===== config.mk =====
export PLATFORM = sky130hd
export DESIGN_NAME = dec_updn_digit
export DESIGN_NICKNAME = d
export VERILOG_FILES = /design/src/rtl/dec_ctr_pkg.sv /design/src/rtl/dec_rst_sync.sv /design/src/rtl/dec_step_logic.sv /design/src/rtl/dec_updn_digit.sv
export SDC_FILE = /design/constraint.sdc
export NUM_CORES = 1
export LEC_CHECK = 0
export CORE_AREA = 10 10 47 49
export CTS_BUF_LIST = sky130_fd_sc_hd__clkbuf_16
export DETAILED_ROUTE_END_ITERATION = 10
export DIE_AREA = 0 0 57 59
export DONT_BUFFER_PORTS = 1
export SLEW_MARGIN = 30
export SYNTH_ARGS = -nofsm -noshare
export SYNTH_HDL_FRONTEND = slang
export SYNTH_SLANG_ARGS = --single-unit

===== constraint.sdc =====
create_clock -name clk_i -period 0.8 [get_ports clk_i]
set_input_delay 0.08 -clock clk_i [delete_from_list [all_inputs] [get_ports clk_i]]
set_output_delay 0.08 -clock clk_i [all_outputs]
set_load 0.02 [all_outputs]

===== src/rtl/dec_ctr_pkg.sv =====
package dec_ctr_pkg;
  localparam int DIGIT_W = 4;
  typedef logic [DIGIT_W-1:0] digit_t;
  typedef enum logic {DIR_DOWN = 1'b0, DIR_UP = 1'b1} dir_e;
endpackage


===== src/rtl/dec_rst_sync.sv =====
module dec_rst_sync #(
  parameter int STAGES = 2
) (
  input  logic clk_i,
  input  logic rst_ni,
  output logic rst_sync_no
);
  logic [STAGES-1:0] chain_q;

  always_ff @(posedge clk_i or negedge rst_ni) begin
    if (!rst_ni) chain_q <= '0;
    else         chain_q <= {chain_q[STAGES-2:0], 1'b1};
  end

  assign rst_sync_no = chain_q[STAGES-1];
endmodule


===== src/rtl/dec_step_logic.sv =====
module dec_step_logic
  import dec_ctr_pkg::*;
#(
  parameter digit_t LAST_VAL = digit_t'(9)
) (
  input  digit_t cur_i,
  input  logic   up_i,
  input  logic   init_i,
  input  logic   en_i,
  output digit_t nxt_o,
  output logic   wrap_o
);
  localparam digit_t FIRST_VAL = '0;

  logic at_top, at_bottom;
  assign at_top    = (cur_i == LAST_VAL);
  assign at_bottom = (cur_i == FIRST_VAL);

  always_comb begin
    nxt_o  = cur_i;
    wrap_o = 1'b0;
    if (init_i) begin
      nxt_o = (dir_e'(up_i) == DIR_UP) ? FIRST_VAL : LAST_VAL;
    end else if (en_i) begin
      if (dir_e'(up_i) == DIR_UP) begin
        nxt_o  = at_top ? FIRST_VAL : digit_t'(cur_i + 1'b1);
        wrap_o = at_top;
      end else begin
        nxt_o  = at_bottom ? LAST_VAL : digit_t'(cur_i - 1'b1);
        wrap_o = at_bottom;
      end
    end
  end
endmodule


===== src/rtl/dec_updn_digit.sv =====
module dec_updn_digit
  import dec_ctr_pkg::*;
#(
  parameter int     SYNC_STAGES = 2,
  parameter digit_t LAST_VAL    = digit_t'(9)
) (
  input  logic               clk_i,
  input  logic               rst_ni,
  input  logic               up_i,
  input  logic               init_i,
  input  logic               en_i,
  output logic [DIGIT_W-1:0] digit_o,
  output logic               wrap_o
);
  logic   rst_n;
  digit_t digit_q, digit_d;
  logic   wrap_q, wrap_d;

  dec_rst_sync #(.STAGES(SYNC_STAGES)) u_rst_sync (
    .clk_i       (clk_i),
    .rst_ni      (rst_ni),
    .rst_sync_no (rst_n)
  );

  dec_step_logic #(.LAST_VAL(LAST_VAL)) u_step (
    .cur_i  (digit_q),
    .up_i   (up_i),
    .init_i (init_i),
    .en_i   (en_i),
    .nxt_o  (digit_d),
    .wrap_o (wrap_d)
  );

  always_ff @(posedge clk_i or negedge rst_n) begin
    if (!rst_n) begin
      digit_q <= '0;
      wrap_q  <= 1'b0;
    end else begin
      digit_q <= digit_d;
      wrap_q  <= wrap_d;
    end
  end

  assign digit_o = digit_q;
  assign wrap_o  = wrap_q;

  // range of the held digit
  a_r10_digit_range: assert property (@(posedge clk_i) disable iff (!rst_n)
    digit_q <= LAST_VAL);

  // hold while idle
  a_r2_idle_hold: assert property (@(posedge clk_i) disable iff (!rst_n)
    (!init_i && !en_i) |=> ($stable(digit_q) && !wrap_q));

  // load while counting upward
  a_r7_init_up: assert property (@(posedge clk_i) disable iff (!rst_n)
    (init_i && up_i) |=> (digit_q == '0 && !wrap_q));

  // load while counting downward
  a_r8_init_down: assert property (@(posedge clk_i) disable iff (!rst_n)
    (init_i && !up_i) |=> (digit_q == LAST_VAL && !wrap_q));

  // plain upward step
  a_r3_up_step: assert property (@(posedge clk_i) disable iff (!rst_n)
    (!init_i && en_i && up_i && digit_q != LAST_VAL)
      |=> (digit_q == digit_t'($past(digit_q) + 1'b1) && !wrap_q));

  // plain downward step
  a_r4_down_step: assert property (@(posedge clk_i) disable iff (!rst_n)
    (!init_i && en_i && !up_i && digit_q != '0)
      |=> (digit_q == digit_t'($past(digit_q) - 1'b1) && !wrap_q));

  // upward wrap with strobe
  a_r5_up_wrap: assert property (@(posedge clk_i) disable iff (!rst_n)
    (!init_i && en_i && up_i && digit_q == LAST_VAL) |=> (digit_q == '0 && wrap_q));

  // downward wrap with strobe
  a_r6_down_wrap: assert property (@(posedge clk_i) disable iff (!rst_n)
    (!init_i && en_i && !up_i && digit_q == '0) |=> (digit_q == LAST_VAL && wrap_q));

  // strobe lands only on a wrapped value
  a_r11_strobe_value: assert property (@(posedge clk_i) disable iff (!rst_n)
    wrap_q |-> (digit_q == '0 || digit_q == LAST_VAL));
endmodule


==> reports/results.txt <==
status -> finished, violations left
violated checks -> setup timing
VDD IR max -> 1.33 mV
Pleak -> 0.000343 µW
Mapped Nets -> 60
overall routed net length -> 1.41 mm
Netlist cell types -> 27
DIE HEIGHT -> 59 µm
CTS H-Tree Depth -> 1
sequential share of the synthesized area -> 36.4%
Nets -> 79
power per cell area -> 2500 nW/µm²
Synth Instances -> 51
drt first pass iters -> 2
WL/cell -> 16.6 µm
Die ar. -> 3360 µm²
RSZ-0062 raised after global routing -> true
Tmin final -> 1.52 ns
DRC viols -> 0
ant diodes -> 0
Crit. Startpoint -> digit_o[0]
clock skew -> 0.00242 ns
Worst EP arrival -> 1.64 ns
Hold Path Class -> input pin to flip-flop
synth warn -> 0
largest net degree at the start of global routing -> 11
post-route ant nets -> 0
io pins -> 10
Startpoint Class -> flip-flop
FF+latch count, synth -> 7
Worst Setup EP -> digit_o[1]
layout cells sized above 1 -> 44.9%
Layout Utilization -> 54.5%
Vias -> 429
R2R setup slack -> -0.72 ns
worst reg-to-reg path cell count -> 5
CP max FO -> 3
Avg Cell Area, Syn -> 9.45 µm²
Max Transition Viols Final -> 0
Final setup viols -> 9
Longest Clk Path Bufs -> 2
GRT Resource Usage Total -> 8.99%
Port Buf Inserts -> 0
CTS tree -> yes
Site Rows -> 14
max-cap violations -> 0
mapped cell area -> 482 µm²
Worst-path clk slew -> 0.04 ns
core area -> 1400 µm²
CP required -> 0.92 ns
die width -> 57 µm
post-route cell area -> 763 µm²
HPWL Detailed -> 934 µm
drt via density -> 5.05
launching point of the worst reg2reg path -> digit_o[0]
Synth-to-Final Area Change -> 58.4%
Initial Utilization -> 34.4%
Root Buffer -> clkbuf_16
global-route wire length before repair -> 2.32 mm
grt ovf -> 0
Final Wtd Congestion -> 0.802
Register Area -> 179 µm²
clock tree sinks -> 7
highest clock rate -> 656 MHz
Critical Path Sink Type -> flip-flop
final period utilization -> 190%
Final WS setup -> -0.724 ns
crit path kind -> flip-flop to flip-flop
dpl cell area -> 573 µm²
worst reg2reg path endpoint -> digit_o[1]
CTS Buf Count -> 3
vias in the first global route -> 460
DRT iter0 DRCs -> 12
final count of hold timing violations -> 0
Filler cells -> 129
clk_lat worst skew -> 0.24 ns
area of the multi-input gates -> 310 µm²
initial antenna violation count -> 0
[final cells by class]
| cell class | count | area share (%) |
|---|---|---|
| well taps | 16 | 2.62 |
| inverters | 2 | 1.64 |
| clock buffers | 3 | 9.84 |
| repair buffers | 17 | 21.3 |
| multi-input cells | 39 | 40.7 |
| clock inverters | 1 | 0.492 |
| flip-flops and latches | 7 | 23.4 |
[placed cells by master, fill, tap and decap left out]
cell,count
buf_4,8
buf_6,6
nand2_1,4
dfrtp_1,4
nor2_1,3
ha_1,3
clkbuf_16,3
dfrtp_2,3
inv_4,2
nor2b_1,2
and2b_1,2
a21oi_2,2
o21ai_0,2
a21oi_1,2
dlygate4sd3_1,2
nand3_1,1
or3b_4,1
a21o_1,1
mux2_2,1
or3b_1,1
a32o_1,1
nand2b_4,1
o31ai_2,1
nand4b_1,1
nor3_1,1
a311o_1,1
xnor2_1,1
or2b_1,1
nor3_2,1
mux2i_1,1
o21a_1,1
o21ai_1,1
ha_4,1
inv_1,1
buf_8,1
conb_1,1
[worst max-delay path, cell delays in order (launching register included)]
cell and delay [ns]:
dfrtp_2 0.43, inv_4 0.08, ha_4 0.12, or3b_4 0.37
a21o_1 0.18, a32o_1 0.22
[synth_stat cells (all sizes together)]
cell type / instances / area share, %
and2b: 2 / 3.1
nand4b: 1 / 1.8
clkbuf: 1 / 0.78
o21ai: 3 / 3.1
conb: 1 / 0.78
mux2i: 1 / 2.1
nor2: 3 / 2.3
xnor2: 1 / 1.8
dfrtp: 7 / 36
inv: 2 / 1.6
nand2b: 1 / 1.3
buf: 2 / 4.7
a311o: 1 / 2.1
mux2: 1 / 2.3
o21a: 1 / 1.6
nor2b: 2 / 2.6
nand3: 1 / 1.0
a32o: 1 / 2.1
a21o: 1 / 1.6
nand2: 4 / 3.1
ha: 4 / 10
a21oi: 4 / 4.2
or3b: 2 / 4.2
nor3: 2 / 2.1
o31ai: 1 / 1.6
or2b: 1 / 1.6
[worst min path at each step]
stage	slack [ns]	cells after the start	endpoint	from
2_1_floorplan	-0.22	0	u_rst_sync.chain_q[0]	rst_ni
3_3_place_gp	-0.22	0	u_rst_sync.chain_q[0]	rst_ni
3_5_place_dp	-0.22	0	u_rst_sync.chain_q[0]	rst_ni
4_1_cts	0.05	2	digit_o[3]	up_i
5_1_grt	0.08	3	digit_o[2]	en_i
6_report	0.05	2	digit_o[3]	up_i
[cells by family (layout without fill, tap and decap cells)]
family | after synthesis | count (layout) | synth area share (%)
simple gates | 19 | 19 | 23.1
compound gates | 12 | 12 | 16.1
flops | 7 | 7 | 36.4
buf+inv | 5 | 23 | 7.01
fa+ha+maj | 4 | 4 | 10.4
mux | 2 | 2 | 4.42
other cells | 1 | 1 | 0.778
xor+xnor | 1 | 1 | 1.82
[power breakdown]
part | total [µW] | internal, µW | switching (µW)
Combinational | 589 | 329 | 260
Clock | 872 | 653 | 219
Sequential | 443 | 394 | 49.3
[stage by stage]
step	std cells	total power, µW	hold WS (ns)	setup TNS [ns]	worst slack (ns)
2_1_floorplan	51	737	-0.216	-3.28	-0.758
6_report	85	1900	0.0490	-4.26	-0.724
3_5_place_dp	75	873	-0.216	-3.18	-0.722
4_1_cts	84	1850	0.0471	-4.25	-0.721
3_3_place_gp	75	864	-0.216	-3.10	-0.706
5_1_grt	85	1990	0.0775	-4.65	-0.800
[flip-flops by register name, summed over array words and instances (netlist names)]
name / cells
digit_o: 4
wrap_o: 1
u_rst_sync.chain_q: 2
[layer usage]
layer	vias up	global-route usage, %	part of all wire (%)
li1	211	-	-
met3	2	3.43	5.3
met2	9	15.0	54
met1	207	9.15	39
met4	0	6.04	1.9
met5	-	0	0
[what timing repair did]
| item | CTS | global route |
|---|---|---|
| setup endpoints to repair | 9 | 9 |
| pin swaps | 2 | 1 |
| hold buffers | 2 | 0 |
| setup buffers | 3 | 2 |
| cloned | 0 | 0 |
| resized for setup | 10 | 7 |
| endpoints found under the hold margin | 3 | 0 |
(Power assumes the default switching activity.)
